`config.mk`:
```
export PLATFORM = sky130hd
export DESIGN_NAME = csel_decoder
export DESIGN_NICKNAME = d
export VERILOG_FILES = /design/src/rtl/csel_pkg.sv /design/src/rtl/csel_ctrl.sv /design/src/rtl/csel_datapath.sv /design/src/rtl/csel_decoder.sv
export SDC_FILE = /design/constraint.sdc
export NUM_CORES = 1
export LEC_CHECK = 0
export BUFFER_PORTS_ARGS = -buffer_cell sky130_fd_sc_hd__buf_4
export CORE_MARGIN = 4
export CORE_UTILIZATION = 28
export DETAILED_ROUTE_END_ITERATION = 16
export GPL_ROUTABILITY_DRIVEN = 1
export PLACE_DENSITY = 0.73
export SLEW_MARGIN = 20
export SYNTH_ARGS = -nofsm -noshare
export SYNTH_HDL_FRONTEND = slang
export SYNTH_SLANG_ARGS = --single-unit
```
`constraint.sdc`:
```
create_clock -name clk -period 1.7 [get_ports clk]
set_input_delay 0.255 -clock clk [delete_from_list [all_inputs] [get_ports clk]]
set_output_delay 0.255 -clock clk [all_outputs]
set_load 0.01 [all_outputs]
```
`src/rtl/csel_pkg.sv`:
```
package csel_pkg;
  localparam int NUM_SEL  = 8;
  localparam int ADDR_W   = 16;
  localparam int DATA_W   = 8;

  // Default windows, index = select number
  localparam logic [NUM_SEL-1:0][ADDR_W-1:0] DEF_WIN_LO = {
    16'hC000, 16'h0000, 16'hA000, 16'h8000,
    16'h0100, 16'h0120, 16'h0100, 16'hF000
  };
  localparam logic [NUM_SEL-1:0][ADDR_W-1:0] DEF_WIN_HI = {
    16'hEFFF, 16'h7FFF, 16'hBFFF, 16'h9FFF,
    16'h01FF, 16'h013F, 16'h011F, 16'hFFFF
  };

  typedef struct packed {
    logic wrEnable;
    logic rdEnable;
  } regStrobeT;
endpackage

```
`src/rtl/csel_ctrl.sv`:
```
module csel_ctrl #(
  parameter int REG_ADDR_W   = 4,
  parameter int ENA_REG_ADDR = 7
) (
  input  logic                  regWe,
  input  logic                  regRe,
  input  logic [REG_ADDR_W-1:0] regAddr,
  output csel_pkg::regStrobeT   strobes
);
  localparam logic [REG_ADDR_W-1:0] ENA_ADDR = REG_ADDR_W'(ENA_REG_ADDR);

  logic addrHit;

  always_comb begin
    addrHit          = (regAddr == ENA_ADDR);
    strobes.wrEnable = regWe & addrHit;
    strobes.rdEnable = regRe & addrHit;
  end
endmodule

```
`src/rtl/csel_datapath.sv`:
```
module csel_datapath
  import csel_pkg::*;
#(
  parameter logic [NUM_SEL-1:0][ADDR_W-1:0] WIN_LO = DEF_WIN_LO,
  parameter logic [NUM_SEL-1:0][ADDR_W-1:0] WIN_HI = DEF_WIN_HI
) (
  input  logic               clk,
  input  logic               rstN,
  input  regStrobeT          strobes,
  input  logic [DATA_W-1:0]  regWdata,
  output logic [DATA_W-1:0]  regRdata,
  input  logic [ADDR_W-1:0]  memAddr,
  input  logic               forceSel7,
  output logic [NUM_SEL-1:0] csN,
  output logic               stackOffChip,
  output logic [NUM_SEL-1:0] enableQ
);
  localparam int SEL_SMALL_A = 1;
  localparam int SEL_SMALL_B = 2;
  localparam int SEL_MID     = 3;
  localparam int SEL_BIG     = 6;
  localparam int SEL_FORCED  = 7;

  logic [NUM_SEL-1:0] effEnable;
  logic [NUM_SEL-1:0] inWindow;
  logic [NUM_SEL-1:0] hit;
  logic [NUM_SEL-1:0] grant;

  // Enable register
  always_ff @(posedge clk or negedge rstN) begin
    if (!rstN)                 enableQ <= '0;
    else if (strobes.wrEnable) enableQ <= regWdata;
  end

  always_comb begin
    regRdata = strobes.rdEnable ? enableQ : '0;
  end

  always_comb begin
    effEnable             = enableQ;
    effEnable[SEL_FORCED] = enableQ[SEL_FORCED] | forceSel7;
  end

  // Window compare per select
  for (genvar i = 0; i < NUM_SEL; i++) begin : gWin
    always_comb begin
      inWindow[i] = (memAddr >= WIN_LO[i]) && (memAddr <= WIN_HI[i]);
      hit[i]      = inWindow[i] & effEnable[i];
    end
  end

  // Priority among overlapping windows: small A, small B, mid, big
  always_comb begin
    grant              = hit;
    grant[SEL_MID]     = hit[SEL_MID] & ~hit[SEL_SMALL_A] & ~hit[SEL_SMALL_B];
    grant[SEL_BIG]     = hit[SEL_BIG] & ~hit[SEL_SMALL_A] & ~hit[SEL_SMALL_B]
                         & ~hit[SEL_MID];
    csN                = ~grant;
    stackOffChip       = enableQ[SEL_MID] | enableQ[SEL_BIG];
  end
endmodule

```
`src/rtl/csel_decoder.sv`:
```
module csel_decoder
  import csel_pkg::*;
#(
  parameter int REG_ADDR_W   = 4,
  parameter int ENA_REG_ADDR = 7,
  parameter logic [NUM_SEL-1:0][ADDR_W-1:0] WIN_LO = DEF_WIN_LO,
  parameter logic [NUM_SEL-1:0][ADDR_W-1:0] WIN_HI = DEF_WIN_HI
) (
  input  logic                  clk,
  input  logic                  rstN,
  input  logic                  regWe,
  input  logic                  regRe,
  input  logic [REG_ADDR_W-1:0] regAddr,
  input  logic [DATA_W-1:0]     regWdata,
  output logic [DATA_W-1:0]     regRdata,
  input  logic [ADDR_W-1:0]     memAddr,
  input  logic                  forceSel7,
  output logic [NUM_SEL-1:0]    csN,
  output logic                  stackOffChip
);
  regStrobeT          strobes;
  logic [NUM_SEL-1:0] enableQ;

  csel_ctrl #(
    .REG_ADDR_W  (REG_ADDR_W),
    .ENA_REG_ADDR(ENA_REG_ADDR)
  ) uCtrl (
    .regWe  (regWe),
    .regRe  (regRe),
    .regAddr(regAddr),
    .strobes(strobes)
  );

  csel_datapath #(
    .WIN_LO(WIN_LO),
    .WIN_HI(WIN_HI)
  ) uDp (
    .clk         (clk),
    .rstN        (rstN),
    .strobes     (strobes),
    .regWdata    (regWdata),
    .regRdata    (regRdata),
    .memAddr     (memAddr),
    .forceSel7   (forceSel7),
    .csN         (csN),
    .stackOffChip(stackOffChip),
    .enableQ     (enableQ)
  );
endmodule

```
## Yosys cells after proc, flatten, opt, wreduce, memory -nomap -nowiden

Index checks and enable logic that the tools add are counted.

| word-level totals | value |
|---|---|
| register bits after elaboration | 8 |
| input port bits | 33 |

| cells by class | value |
|---|---|
| bitwise gates (word level) | 21 |
| mux-type cells | 1 |
| reduce and logical (&&, ||, !) cells | 8 |
| equality and inequality tests | 1 |
| order comparisons | 15 |

Operator list:

| operator | count |
|---|---|
| 16-bit greater-or-equal comparator (second input constant) | 4 |
| 16-bit less-or-equal comparator (second input constant) | 4 |
| 16-bit by 9-bit less-or-equal comparator with 1-bit output (second input constant) | 3 |
| 16-bit by 9-bit greater-or-equal comparator with 1-bit output (second input constant) | 2 |
| 16-bit by 1-bit greater-or-equal comparator with 1-bit output (second input constant) | 1 |
| 16-bit by 15-bit less-or-equal comparator with 1-bit output (second input constant) | 1 |
| 1-bit AND | 15 |
| 1-bit logical AND | 8 |
| 8-bit 2-to-1 mux | 1 |
| 8-bit NOT | 1 |
| 4-bit by 3-bit == test with 1-bit output (second input constant) | 1 |
| 1-bit NOT | 3 |
| 1-bit bitwise OR | 2 |

## Longest topological paths before layout

Gate-level depths: netlist of the first run.

| logic depth | value |
|---|---|
| depth in word-level cells | 8 |
| mapped depth | 4 |
| gate-level depth less buffers | 3 |

## By module

A second synthesis of the first run with hierarchy kept.

| second synthesis, totals | value |
|---|---|
| cell total of the unflattened synthesis | 50 |
| area, all modules | 509.2 um2 |

By module, submodules not included:

| module | times used | area an instance (um2) | cells an instance | sequential area each (um2) |
|---|---|---|---|---|
| csel_datapath | 1 | 486.7 | 47 | 200.2 |
| csel_ctrl | 1 | 22.5 | 3 | 0.0 |

## Least setup slack after synthesis of the first run

OpenSTA, ideal clock, no wires.

| timing path | value |
|---|---|
| path kind | input-to-output |
| start point | input port memAddr[9] |
| end point | output port csN[6] |
| arrival | 1274 ps |
| buffers on the path | 0 |
| required time | 1445 ps |
| cell stages on the path | 3 |
| slack | 171 ps |
| cells stage by stage | or4_4 -> nor4_4 -> a2bb2oi_1 |

| between the ends | value |
|---|---|
| word-level cells in the longest chain between the ends | 8 |
| elaborated cells on any way between the ends | 22 |
| those cells by class | order compare (7); bitwise (11); reduce/logical (4) |

Ends and longest elaborated chain:

| what | RTL line | source |
|---|---|---|
| start: declaration | csel_decoder.sv:16 | `input logic [ADDR_W-1:0] memAddr,` |
| 16-bit by 9-bit greater-or-equal comparator with 1-bit output / 16-bit by 9-bit less-or-equal comparator with 1-bit output (equally long branches) | csel_datapath.sv:47 | `inWindow[i] = (memAddr >= WIN_LO[i]) && (memAddr <= WIN_HI[i]);` |
| 1-bit logical AND | csel_datapath.sv:47 |  |
| 1-bit AND | csel_datapath.sv:48 | `hit[i] = inWindow[i] & effEnable[i];` |
| 1-bit NOT | csel_datapath.sv:56 | `grant[SEL_BIG] = hit[SEL_BIG] & ~hit[SEL_SMALL_A] & ~hit[SEL_SMALL_B]` |
| 1-bit AND (2 in series) | csel_datapath.sv:56 |  |
| 1-bit AND (*) | csel_datapath.sv:57 | `& ~hit[SEL_MID];` |
| 8-bit NOT (*) | csel_datapath.sv:58 | `csN = ~grant;` |
| end: declaration | csel_decoder.sv:18 | `output logic [NUM_SEL-1:0] csN,` |

Every way passes the cells marked *; elsewhere a longest branch is shown, timed or not.

## Worst setup path in the final report of the first run

Ends and elaborated chain as after synthesis.

==> impl_metrics.toml, run 1 <==
[run_status]
outcome = "finished with violations"
failed_checks = "setup timing"

[grt]
grtUsageTotal = 0.119
grt_pass1_vias = 551
grt_start_max_net_pins = 10
globalRouteOverflowTotal = 0
grt_first_pass_wirelength_mm = 2.33
number_of_antenna_violations_at_the_first_check_in_global_routing = 0

[synth]
synth_mux_area_frac = 0.179
synth_top_cells_by_area = "dfrtp_1 (40%), mux2_2 (18%), and3_1 (11%)"
synth.yosys.seq_area_share = 0.398
async_flop_share = 1.00
proportion_of_netlist_area_held_by_the_largest_area_contributor = 0.398
synth-adder-area-share = 0
synth.top_cells.by_count = "and3_1 (9), dfrtp_1 (8), mux2_2 (8)"
synth_edf_count = 0
post_synth_xor_area_fraction = 0
ys_dominant_reg_cell = "dfrtp_1"
post_synth_and_or_nand_nor_area_fraction = 0.361
netlist_area_um2 = 503
synth_top_family_by_area = "simple AND/OR/NAND/NOR gates"
synth_compound_area_frac = 0.0547
syn-mean-instance-area_um2 = 10.7
postSynthRegisterBits = 8
synth.lib_cells_used.distinct = 21
yosys.cell_count.top_type = "and3_1"
syn_inst = 47
syn-num-nets = 80
yosysWarnings = 0
yosysTopAreaCell = "dfrtp_1"

[cts]
clk_pin_slew_worst_paths_ns = 0.05
number_of_setup_buffers_added_after_cts = 0
cts_tree = "done"
max-clock-path-buffers = 2
clock_sinks = 8
cts.htree.levels = 1
worst_skew_pair.late_latency_ns = 0.25
cts_inserted_buffers = 3
buffer_cell_driving_the_clock_tree_root = "clkbuf_4"

[pwr]
power.total_uw = 592
power.density_nw_per_um2 = 652
p_leak_uw = 0.000464
ir_drop_uv = 352

[floorplanning]
dieArea_um2 = 2540
die_w_um = 50.4
die_height_um = 50.4
placeableCoreArea_um2 = 1710
ioPinCount = 50
start_util = 0.295
rows = 15

[sta]
min_period_ns = 1.71
clock_skew_ns = 0
hold_viol_final = 0
rsz0062_at_grt = "yes"
worst_slack_ns = -0.00576
finalMaxSlewViolations = 0
max_slew.worst_pin.slew_ns = 0.287
timing.fmax_mhz = 586
slew-limit-headroom = 0.807
finalSetupViolations = 1
period_utilisation_layout = 1.00

[route]
routedWlPerCell_um = 13.0
dr_total_vias = 571
wirelength_mm = 1.57
drcViolationCount = 0
route.detailed.vias_per_inst = 4.76
antenna_left = 0
detailedRoute.firstPassIterationCount = 3
initialDrtViolationCount = 4

[hold_path]
startpoint_of_the_lowest_slack_hold_path = "regWdata[6]"
hp-class = "in2reg"
min_delay_worst_endpoint = "uDp.enableQ[6]$_DFFE_PN0P_"
min_path_cells = 2

[setup_path]
timing.critical_path.required_ns = 1.44
critical_path.reg2reg.startpoint = "uDp.enableQ[3]$_DFFE_PN0P_"
timing.critical_path.fanout_max = 4
reg2reg_setup_slack_ns = 0.91
worst_r2r_endpoint = "uDp.enableQ[3]$_DFFE_PN0P_"
worst-setup-path-type = "in2out"
worstPathArrival_ns = 1.45
worst_r2r_path_cells = 1
crit_path_start_kind = "input port"
setup.worst_path.end_class = "output port"

[final_layout]
layout.nets = 130
area_delta_synth_final_pct = 80.6
largest_register_ff_count = 8
post-route-cell-area_um2 = 908
largest_registers = "uDp.enableQ: 8 flops"
largest-register = "uDp.enableQ"
post_route_cells_drive_above_1_share = 0.632
n_antenna_cell = 0

[placement]
placement.io_buffers = 44
minimum_setup_slack_after_placement_ns = -0.0420
globalplace.congestion = 0.699
detailed_place_hpwl_mm = 1.30
postPlaceCellArea_um2 = 868

[job]
max_cap_viol_count = 0
logic make-up after synthesis:
kind of cell           Yosys count
DFF                              8
and+or+nand+nor                 26
buffers and inverters            1
muxes                            8
AOI/OAI and AO/OA                4
worst max path at each step:
stage,startpoint,end
6_report,memAddr[9],csN[6]
3_5_place_dp,memAddr[9],csN[6]
4_1_cts,memAddr[9],csN[6]
2_1_floorplan,memAddr[9],csN[6]
5_1_grt,memAddr[9],csN[6]
3_3_place_gp,memAddr[9],csN[6]
stage by stage:
step | instances | util | hold slack, ns | TNS [ns]
final | 120 | 0.532 | 0.238 | -0.00576
after detailed placement | 116 | 0.508 | 0.0726 | -0.0420
after global placement | 116 | 0.508 | 0.0736 | -0.0317
after global routing | 120 | 0.532 | 0.246 | -0.0779
after floorplan | 47 | - | -0.0406 | 0
after CTS | 120 | 0.530 | 0.237 | -0.0226
cells in the final DEF, fill, tap and decap left out:
cell type	count
buf_4	43
and3_1	9
mux2_2	8
dfrtp_1	8
nand3_1	4
clkbuf_4	3
nor2b_1	2
buf_6	2
nor3b_1	1
or4_4	1
nor4_4	1
and2_1	1
and4b_1	1
nand3b_1	1
o21ai_0	1
nand4_1	1
nand2b_1	1
a21oi_1	1
a2bb2oi_1	1
nand2_1	1
o2111ai_1	1
or2_2	1
nand2_2	1
dlygate4sd3_1	1
repair_timing:
item                                   in CTS  in global routing
setup endpoints to repair                   1                  3
endpoints found under the hold margin       8                  0
gates resized for setup                     1                  1
hold buffers                                1                  0
layout make-up:
type | instances | area [um^2]
well taps | 25 | 31.3
fillers | 154 | 800
clock buffers | 3 | 22.5
flip-flops and latches | 8 | 200
repair buffers | 46 | 355
multi-input cells | 38 | 299
power by group:
part,switching [uW],total (uW),internal [uW]
Combinational,64.2,183,119
Sequential,35.4,271,236
Clock,57.2,137,80.3
worst max-delay path, stage by stage:
cell       delay [ns]
buf_6            0.09
or4_4            0.54
nor4_4           0.22
a2bb2oi_1        0.21
buf_4            0.14
per-layer routing:
metal / wire length (um) / global-route usage / share of wire
met1: 638 / 0.143 / 0.41
met2: 642 / 0.185 / 0.41
met3: 259 / 0.0475 / 0.17
met4: 25 / 0.0538 / 0.016
met5: 0 / 0 / 0
Power figures use the tool's default switching activity.
==> inputs of run 2 (changes only) <==
--- a/config.mk
+++ b/config.mk
@@ -6,7 +6,7 @@
 export NUM_CORES = 1
 export LEC_CHECK = 0
 export BUFFER_PORTS_ARGS = -buffer_cell sky130_fd_sc_hd__buf_4
-export CORE_MARGIN = 4
+export CORE_MARGIN = 2
 export CORE_UTILIZATION = 28
 export DETAILED_ROUTE_END_ITERATION = 16
 export GPL_ROUTABILITY_DRIVEN = 1
==> run 2 against run 1 <==
  * The run now ends clean
  * First-iteration DRC count shrank 50%
  * Setup slack better by 0.017 ns
  * Clock power barely moved
  * Cell count unchanged
  * Highest routed layer unchanged
  * Hold slack is essentially flat
  * Global-route usage grew 0.93 points
  * Critical path type unchanged
  * Critical endpoint is now csN[3]
==> impl_metrics.toml, run 2 (synthesis gave the netlist of run 1 again) <==
[run_status]
outcome = "finished, final reports clean"

[pwr]
power.density_nw_per_um2 = 647
p_leak_uw = 0.000464
ir_drop_uv = 280

[cts]
max-clock-path-buffers = 2
clk_pin_slew_worst_paths_ns = 0.05
worst_skew_pair.late_latency_ns = 0.24
cts_inserted_buffers = 3
buffer_cell_driving_the_clock_tree_root = "clkbuf_4"
cts_tree = "done"
clock_sinks = 8
cts.htree.levels = 1

[route]
detailedRoute.firstPassIterationCount = 5
wirelength_mm = 1.43
antenna_left = 0
dr_total_vias = 556
route.detailed.vias_per_inst = 4.63
drcViolationCount = 0
routedWlPerCell_um = 11.9
initialDrtViolationCount = 2

[sta]
slew-limit-headroom = 0.784
timing.hold.ws_ns = 0.238
rsz0062_at_grt = "yes"
min_period_ns = 1.69
finalMaxSlewViolations = 0
max_slew.worst_pin.slew_ns = 0.321
clock_skew_ns = 0
period_utilisation_layout = 0.994
timing.fmax_mhz = 592
hold_viol_final = 0
finalSetupViolations = 0

[hold_path]
hp-class = "in2reg"
startpoint_of_the_lowest_slack_hold_path = "regWdata[1]"

[setup_path]
setup.worst_path.end_class = "output port"
crit_path_start_kind = "input port"
timing.critical_path.fanout_max = 4
timing.critical_path.required_ns = 1.44
timing.critical_path.from = "memAddr[9]"
worstPathArrival_ns = 1.43
critical_path.reg2reg.startpoint = "uDp.enableQ[3]$_DFFE_PN0P_"
worst-setup-path-type = "in2out"

[floorplanning]
rows = 15
die_height_um = 46.4
placeableCoreArea_um2 = 1710
die_w_um = 46.4
ioPinCount = 50
dieArea_um2 = 2150
start_util = 0.295

[final_layout]
area_delta_synth_final_pct = 81.8
post_route_cells_drive_above_1_share = 0.642
largest_registers = "uDp.enableQ: 8 flops"
n_antenna_cell = 0
post-route-cell-area_um2 = 915
layout_commonest_cell = "buf_4"
largest_register_ff_count = 8
largest-register = "uDp.enableQ"
num-fill-cells = 146
final_cell_mix = "buf_4 (43), and3_1 (9), mux2_2 (8), dfrtp_1 (8), nand3_1 (4)"
sequential_cell_area_um2 = 200
multi_input_comb_area_um2 = 305
layout.nets = 130

[job]
max_cap_viol_count = 0

[placement]
placement.io_buffers = 44
postPlaceCellArea_um2 = 868
detailed_place_hpwl_mm = 1.16
globalplace.congestion = 0.709

[grt]
grt_first_pass_wirelength_mm = 1.93
grtUsageTotal = 0.128
grt_pass1_vias = 464
number_of_antenna_violations_at_the_first_check_in_global_routing = 0
globalRouteOverflowTotal = 0
grt_start_max_net_pins = 10
## run 2: cell counts in the layout (fill, tap and decap cells not counted)
Identical to the previous run, type by type.
## run 2: final cells by class
cell class	instances	share of cell area
repair buffers	46	0.389
multi-input cells	38	0.334
clock buffers	3	0.0246
well taps	25	0.0342
flip-flops and latches	8	0.219
## run 2: timing repair
item,4_1_cts,5_1_grt
hold buffers,1,0
gates resized for setup,2,1
endpoints found under the setup margin,1,4
setup buffers,0,0
endpoints found under the hold margin,8,0
pin swaps,0,3
## run 2: worst max-delay path: stages
cell and delay [ns]:
buf_6 0.09, or4_4 0.54, nor4_4 0.25, nand4_1 0.14
buf_4 0.16
## run 2: final timing paths
kind	endpoint	slack, ns	cells after the start
worst max-delay path	csN[3]	0.01	5
worst min-delay path	uDp.enableQ[1]$_DFFE_PN0P_	0.24	2
worst max register to register	uDp.enableQ[3]$_DFFE_PN0P_	0.91	1
worst min register to register	uDp.enableQ[2]$_DFFE_PN0P_	0.52	1
max in group asynchronous	uDp.enableQ[4]$_DFFE_PN0P_	1.22	2
min in group asynchronous	uDp.enableQ[6]$_DFFE_PN0P_	0.36	2
## run 2: report_power, final
group / switching, uW / internal (uW) / total, uW
Clock: 56.8 / 80.2 / 137
Combinational: 63.3 / 122 / 185
Sequential: 33.9 / 236 / 269
## run 2: per-layer routing
metal | vias to the layer above | track usage | wire [um]
met5 | - | 0 | 0
met4 | 0 | 0.0686 | 4
met3 | 2 | 0.0549 | 233
met2 | 40 | 0.206 | 589
met1 | 235 | 0.142 | 602
li1 | 279 | - | -
## run 2: metrics by stage
step                      worst slack, ns  TNS (ns)  instances  utilization  power [uW]
after global routing              -0.0562    -0.178        120        0.536         633
final                              0.0108         0        120        0.536         591
after floorplan                     0.171         0         47            -         344
after CTS                         0.00191         0        120        0.533         601
after global placement            -0.0522   -0.0522        116        0.508         447
after detailed placement          -0.0669   -0.0669        116        0.508         452
